$ cat config.mk
export PLATFORM = sky130hd
export DESIGN_NAME = bsx_expander
export DESIGN_NICKNAME = d
export VERILOG_FILES = /design/src/rtl/bsx_pkg.sv /design/src/rtl/bsx_tick_gen.sv /design/src/rtl/bsx_latch_dec.sv /design/src/rtl/bsx_expander.sv
export SDC_FILE = /design/constraint.sdc
export NUM_CORES = 1
export LEC_CHECK = 0
export CORE_ASPECT_RATIO = 1.1
export CORE_UTILIZATION = 46
export CTS_CLUSTER_DIAMETER = 80
export DETAILED_ROUTE_END_ITERATION = 10
export PLACE_DENSITY = 0.69
export SYNTH_ARGS = -nofsm -noshare
export SYNTH_HDL_FRONTEND = slang
export SYNTH_SLANG_ARGS = --single-unit
$ cat constraint.sdc
create_clock -name clk -period 2.1 [get_ports clk]
set_input_delay 0.42 -clock clk [delete_from_list [all_inputs] [get_ports clk]]
set_output_delay 0.42 -clock clk [all_outputs]
set_load 0.005 [all_outputs]
$ cat src/rtl/bsx_pkg.sv
`timescale 1ns/1ps
package bsx_pkg;
  typedef enum logic [1:0] {
    ST_IDLE  = 2'd0,
    ST_SHIFT = 2'd1,
    ST_LATCH = 2'd2
  } bsx_state_e;
endpackage

$ cat src/rtl/bsx_tick_gen.sv
`timescale 1ns/1ps
module bsx_tick_gen #(
  parameter int DIV_W = 8
) (
  input  logic             clk,
  input  logic             rst,
  input  logic             run,
  input  logic [DIV_W-1:0] limit,
  output logic             tick
);
  logic [DIV_W-1:0] cnt_q;

  assign tick = run && (cnt_q == limit);

  always_ff @(posedge clk) begin
    if (rst || !run || tick) cnt_q <= '0;
    else                     cnt_q <= cnt_q + 1'b1;
  end
endmodule

$ cat src/rtl/bsx_latch_dec.sv
`timescale 1ns/1ps
module bsx_latch_dec #(
  parameter int NUM_DEV = 5,
  parameter int IDX_W   = 3
) (
  input  logic [IDX_W-1:0]   dev_idx,
  output logic [NUM_DEV-1:0] sel,
  output logic               in_range
);
  for (genvar i = 0; i < NUM_DEV; i++) begin : g_sel
    assign sel[i] = (dev_idx == IDX_W'(i));
  end
  assign in_range = ({1'b0, dev_idx} < (IDX_W+1)'(NUM_DEV));
endmodule

$ cat src/rtl/bsx_expander.sv
`timescale 1ns/1ps
module bsx_expander
  import bsx_pkg::*;
#(
  parameter int NUM_DEV = 5,
  parameter int DATA_W  = 8,
  parameter int DIV_W   = 8,
  localparam int IDX_W  = (NUM_DEV > 1) ? $clog2(NUM_DEV) : 1
) (
  input  logic               clk,
  input  logic               rst,
  input  logic [DIV_W-1:0]   div_half,
  input  logic               out_en,
  input  logic               in_valid,
  output logic               in_ready,
  input  logic [DATA_W-1:0]  in_data,
  input  logic [IDX_W-1:0]   in_dev,
  output logic               ser_clk,
  output logic               ser_dat,
  output logic [NUM_DEV-1:0] latch_clk,
  output logic               oe_n,
  output logic               idx_err
);
  localparam int CNT_W = (DATA_W > 1) ? $clog2(DATA_W) : 1;
  localparam logic [CNT_W-1:0] LAST_BIT = CNT_W'(DATA_W - 1);

  bsx_state_e          state_q;
  logic [DATA_W-1:0]   shreg_q;
  logic [CNT_W-1:0]    bitcnt_q;
  logic [DIV_W-1:0]    div_q;
  logic [IDX_W-1:0]    dev_q;
  logic                sclk_q, sdat_q, err_q, oen_q, lphase_q;
  logic [NUM_DEV-1:0]  latch_q;
  logic                tick, dev_ok;
  logic [NUM_DEV-1:0]  dec_sel;

  bsx_tick_gen #(.DIV_W(DIV_W)) u_tick (
    .clk   (clk),
    .rst   (rst),
    .run   (state_q != ST_IDLE),
    .limit (div_q),
    .tick  (tick)
  );

  bsx_latch_dec #(.NUM_DEV(NUM_DEV), .IDX_W(IDX_W)) u_dec (
    .dev_idx  (dev_q),
    .sel      (dec_sel),
    .in_range (dev_ok)
  );

  always_ff @(posedge clk) begin
    if (rst) begin
      state_q  <= ST_IDLE;
      shreg_q  <= '0;
      bitcnt_q <= '0;
      div_q    <= '0;
      dev_q    <= '0;
      sclk_q   <= 1'b0;
      sdat_q   <= 1'b0;
      latch_q  <= '0;
      err_q    <= 1'b0;
      oen_q    <= 1'b1;
      lphase_q <= 1'b0;
    end else begin
      oen_q <= ~out_en;
      err_q <= 1'b0;
      unique case (state_q)
        ST_IDLE: begin
          if (in_valid) begin
            shreg_q  <= in_data << 1;
            sdat_q   <= in_data[DATA_W-1];
            div_q    <= div_half;
            dev_q    <= in_dev;
            bitcnt_q <= '0;
            sclk_q   <= 1'b0;
            state_q  <= ST_SHIFT;
          end
        end
        ST_SHIFT: begin
          if (tick) begin
            if (!sclk_q) begin
              sclk_q <= 1'b1;
            end else begin
              sclk_q <= 1'b0;
              if (bitcnt_q == LAST_BIT) begin
                sdat_q <= 1'b0;
                if (dev_ok) begin
                  latch_q  <= dec_sel;
                  lphase_q <= 1'b0;
                  state_q  <= ST_LATCH;
                end else begin
                  err_q   <= 1'b1;
                  state_q <= ST_IDLE;
                end
              end else begin
                bitcnt_q <= bitcnt_q + 1'b1;
                sdat_q   <= shreg_q[DATA_W-1];
                shreg_q  <= shreg_q << 1;
              end
            end
          end
        end
        ST_LATCH: begin
          if (tick) begin
            if (!lphase_q) begin
              lphase_q <= 1'b1;
            end else begin
              latch_q <= '0;
              state_q <= ST_IDLE;
            end
          end
        end
        default: state_q <= ST_IDLE;
      endcase
    end
  end

  assign in_ready  = (state_q == ST_IDLE);
  assign ser_clk   = sclk_q;
  assign ser_dat   = sdat_q;
  assign latch_clk = latch_q;
  assign oe_n      = oen_q;
  assign idx_err   = err_q;
endmodule

== Word-level counts from Yosys, hierarchy flattened ==
Cells that the tools add are included.

* Flip-flop bits (word level): 42
* Bits in latches: 0
* RAM bits: 0
* Bits in read-only memories: 0
* Input port bits: 23
* Logic and storage cells: 94
* Memories kept: 0

* Add/subtract/negate cells: 2
* $mul: 0
* Divide/modulo/power cells: 0
* $lt $le $gt $ge: 1
* Equal/unequal tests: 16
* Shift operators: 0
* Multiplexer cells: 41
* Bitwise logic cells: 5
* Reduce and logical (&&, ||, !) cells: 17

{| class="wikitable"
|+ Operators with widths
! kind !! number
|-
| 8-bit two-way mux || 4
|-
| 5-bit two-way mux || 6
|-
| 8-bit case mux with 2 select lines || 1
|-
| 2-bit two-way mux || 7
|-
| 1-bit two-way mux || 13
|-
| 3-bit two-way mux || 4
|-
| 2-bit != test (second input constant) || 6
|-
| 6-bit AND reduction || 2
|-
| 5-bit case mux with 2 select lines || 1
|-
| 8-bit by 1-bit adder with 8-bit output (second input constant) || 1
|-
| 8-bit equality test || 1
|-
| 7-bit AND reduction || 1
|-
| 3-bit by 2-bit equality test with 1-bit output (second input constant) || 2
|-
| 3-bit equality test (second input constant) || 2
|-
| 1-bit case mux with 2 select lines || 3
|-
| 2-bit case mux with 3 select lines || 1
|-
| 3-bit case mux with 2 select lines || 1
|-
| 2-bit nonzero test || 3
|-
| 1-bit NOT || 5
|-
| 5-bit AND reduction || 1
|-
| 5-bit OR reduction || 1
|-
| 2-bit by 1-bit != test with 1-bit output (second input constant) || 2
|-
| 4-bit AND reduction || 1
|-
| 3-bit by 1-bit adder with 3-bit output (second input constant) || 1
|-
| 11 further kinds || 12
|}

== Longest topological paths before layout ==
Gate-level depths: netlist of run 1.

* Word-level depth: 6
* Depth in mapped cells: 7
* Gate-level depth less buffers: 6

== Cells and area by module ==
A second synthesis of run 1 with hierarchy kept.

* Cells, all modules: 202
* Area total of the unflattened synthesis: 1,999.4 µm²

{| class="wikitable"
|+ Modules (own cells, without submodules)
! module !! instances !! cells an instance !! area each (µm²) !! seq. area each (µm²)
|-
| bsx_expander || 1 || 148 || 1,475.2 || 660.6
|-
| bsx_tick_gen || 1 || 48 || 481.7 || 160.2
|-
| bsx_latch_dec || 1 || 6 || 42.5 || 0.0
|}

== Worst setup path after synthesis of run 1 ==
Ideal clock, no wire load.

* Path kind: reg2reg
* Start: register div_q[7]
* End: register bitcnt_q[0]
* Arrival: 1,591 ps
* Required time: 2,026 ps
* Path slack: 435 ps
* Stages on the path, launching flop included: 6
* Path buffers: 0
* Cells stage by stage: dfxtp_1 xor2_1 nor4_2 nand2_2 or4_1 a31oi_1

* Cells in the longest elaborated chain, start to end: 4

{| class="wikitable"
|+ RTL lines
! element !! line !! text
|-
| from (decl) || bsx_expander.sv:30 || <nowiki>logic [DIV_W-1:0] div_q;</nowiki>
|-
| from (signal assigned) || bsx_expander.sv:72 || <nowiki>div_q <= div_half;</nowiki>
|-
| 8-bit equality test || bsx_tick_gen.sv:13 || <nowiki>assign tick = run && (cnt_q == limit);</nowiki>
|-
| 1-bit logical AND || bsx_tick_gen.sv:13 ||
|-
| 2-bit by 1-bit != test with 1-bit output (no source line) || n/a ||
|-
| 5-bit AND reduction (no source line) || n/a ||
|-
| to (signal assigned) || bsx_expander.sv:96 || <nowiki>bitcnt_q <= bitcnt_q + 1'b1;</nowiki>
|-
| to (decl) || bsx_expander.sv:29 || <nowiki>logic [CNT_W-1:0] bitcnt_q;</nowiki>
|}

Every way passes these cells.
A chain may end at the register's enable or synchronous reset.

== Worst setup path after layout of run 1 ==
Ends and elaborated chain as after synthesis.

==> reports/metrics.csv, run 1 <==
metric,value,unit
run status,"complete, no violations",
clock transition at the registers of the reported paths,0.08,ns
"Arr. time, crit path",2.09,ns
Final Slew Violations,0,
post-synth cell types,46,
"Net Count, Synth",249,
Worst Path Required,2.32,ns
sequential share of the synthesized area,42.85,%
Vias,1643,
Core Region,3964,µm²
Antenna Nets Post-Route,0,
crit path max fanout,12,
largest net degree at the start of global routing,16,
R2R Path Start,div_q[7]$_SDFFE_PP0P_,
Worst Setup Start Kind,flip-flop,
fin crit share,88.79,%
Final Util,60.42,%
drt pass-1 iters,4,
Mean Syn Cell Area,8.590,µm²
I/O pin total,33,
Final Hold Viols,0,
RePlAce Congestion,0.7844,
die height,69.68,µm
Post-Syn Area,1916,µm²
"Remaining Overflow, GRT",0,
Final Cell Area,2395,µm²
post-cts resize count,0,
fillers,383,
final setup fails,0,
"EDFF count, synth",0,
Synth top area share,42.85,%
mean routed wirelength per cell,12.30,µm
max_cap viols,0,
Post-CTS Hold Buffers,0,
antenna cells,0,
Least-Margin Pin Slew,0.3935,ns
tightest hold margin,0.4606,ns
Synth Register Bits,41,
flop2flop setup slack,0.24,ns
# rows,24,
"area leader, netlist",dfxtp_1,
CTS tree,yes,
DP Worst Slack,0.05769,ns
GRT Total Usage,19.36,%
Placed Instances,308,
Async SR Flop Fraction,0,%
Starting Density,48.33,%
Layout area overhead,25.02,%
Slew headroom,73.64,%
Crit Path Category,flip-flop to flip-flop,
DP HPWL,2.817,mm
clk sink count,41,
drt initial violations,90,
Setup crit end kind,flip-flop,
CTS H-tree lvls,2,
Root Buffer Master,clkbuf_8,
reg2reg end,bitcnt_q[0]$_SDFFE_PP0P_,
Die X,63.53,µm
TritonCTS buffer count,5,
Final nets,289,
Tot Pwr,1.616,mW
dpl cell area,2308,µm²
setup TNS,0,ns
Clock Latency Late Sink,0.29,ns
setup ws final,0.2354,ns
CTS Buffer Depth,2,
Setup crit end,bitcnt_q[0]$_SDFFE_PP0P_,
initial antenna violation count,0,
Peak Freq,0.5363,GHz
share of layout cells above drive strength 1,10.27,%
YS warnings,0,
RSZ-0062 raised after global routing,no,
number of global-route vias before repair,1608,
P per Cell Area,675.0,nW/µm²
first-pass GRT wire length,6.851,mm
worst min-delay path category,flip-flop to flip-flop,
fin crit period,1.865,ns
count of input and output buffers,32,
# Post-CTS Setup Buffers,0,
Non-Filler Instances,315,
vias per std cell,5.216,
Residual DRC,0,
leakage power,0.9482,nW
Post-Syn Instances,223,
R2R depth,5,
Synth Flop Type,dfxtp_1,
Post-Route WL,3.873,mm
worst setup path start,div_q[7]$_SDFFE_PP0P_,
Max VDD drop,482.6,µV
Setup Skew,0.01078,ns
die area,4427,µm²
top post-synthesis cells by area,"dfxtp_1 43%, nand2_1 8.4%, xor2_1 5.0%, nor2_1 3.5%, a21oi_1 3.4%",
## worst max-delay path, cell delays in order, from the launching register on
cell	delay, ns
dfxtp_1	0.33
xor2_1	0.17
nor4_2	0.38
nand2_2	0.24
or4_1	0.54
a31oi_1	0.16
## how the worst min path moves through the flow
stage                                      endpoint  cells past startpoint                       from
after floorplan               div_q[1]$_SDFFE_PP0P_                      2      div_q[1]$_SDFFE_PP0P_
after global placement    latch_clk[4]$_SDFFE_PP0P_                      2  latch_clk[4]$_SDFFE_PP0P_
after detailed placement  latch_clk[4]$_SDFFE_PP0P_                      2  latch_clk[4]$_SDFFE_PP0P_
after CTS                 latch_clk[4]$_SDFFE_PP0P_                      2  latch_clk[4]$_SDFFE_PP0P_
after global routing      latch_clk[4]$_SDFFE_PP0P_                      2  latch_clk[4]$_SDFFE_PP0P_
final                     latch_clk[4]$_SDFFE_PP0P_                      2  latch_clk[4]$_SDFFE_PP0P_
## synth_stat cells, types with 3 or more instances
master and count:
mux2i_1 4, a211oi_1 6, clkbuf_1 3, dfxtp_1 41
nand2_1 43, xor2_1 11, and3_1 3, ha_1 3
a31oi_1 6, clkbuf_8 3, a21oi_1 13, nor2_1 18
inv_1 10, nand3_1 11, a221oi_1 6, buf_2 3
xnor2_1 3
## routing by layer
layer / global-route usage (%) / routed length [µm] / share of wire, %
met5: 0 / 0 / 0
met4: 6.313 / 37 / 0.96
met1: 24.95 / 1891 / 49
met2: 30.97 / 1797 / 46
met3: 5.263 / 147 / 3.8
## placed cells by master (no fill, tap or decap), types with 2 or more instances in the layout
cell              n
inv_1            10
nand4b_1          2
nand3b_1          2
nand2b_1          2
dfxtp_1          41
clkdlybuf4s50_1  32
nor2b_1           2
buf_4            12
nand3_1          11
and3_1            3
nor2_1           18
xor2_1           11
a221oi_1          6
nor3_1            2
a211oi_1          6
mux2i_1           4
clkbuf_8          6
a21oi_1          13
ha_1              3
o22ai_1           2
nand2_1          43
a31oi_1           6
xnor2_1           3
nor4_1            2
## power breakdown
part           switching [mW]  internal, mW  total, mW
logic                   0.132         0.128      0.260
clock network           0.257         0.261      0.518
registers              0.0261         0.812      0.838
## cell type report
| type | instances | area [µm²] | share of cell area, % |
|---|---|---|---|
| multi-input cells | 161 | 974.7 | 40.70 |
| flip-flops and latches | 41 | 820.8 | 34.27 |
| repair buffers | 44 | 410.4 | 17.14 |
| clock buffers | 7 | 86.33 | 3.605 |
| well taps | 52 | 65.06 | 2.717 |
| inverters | 10 | 37.54 | 1.567 |
## kinds of logic (layout without fill, tap and decap cells)
kind of cell | count (synthesis) | in the layout | share of synthesized area (%)
muxes | 5 | 5 | 2.678
AOI/OAI and AO/OA | 42 | 42 | 14.76
and+or+nand+nor | 97 | 97 | 25.08
xor gates and xnor gates | 14 | 14 | 6.401
buffers and inverters | 21 | 61 | 6.270
DFF | 41 | 41 | 42.85
adders and majority gates | 3 | 3 | 1.960
## registers in the layout (all words and copies together) (netlist names)
signal        count
div_q             8
oe_n              1
state_q           2
bitcnt_q          3
shreg_q           7
dev_q             3
ser_dat           1
lphase_q          1
idx_err           1
ser_clk           1
latch_clk         5
u_tick.cnt_q      8
Power figures use the tool's default switching activity.
==> run 2, diff against run 1 <==
- CAP_MARGIN: default -> 40
==> results of run 2 <==
No change in the layout: final DEF, timing and power equal those of run 1.
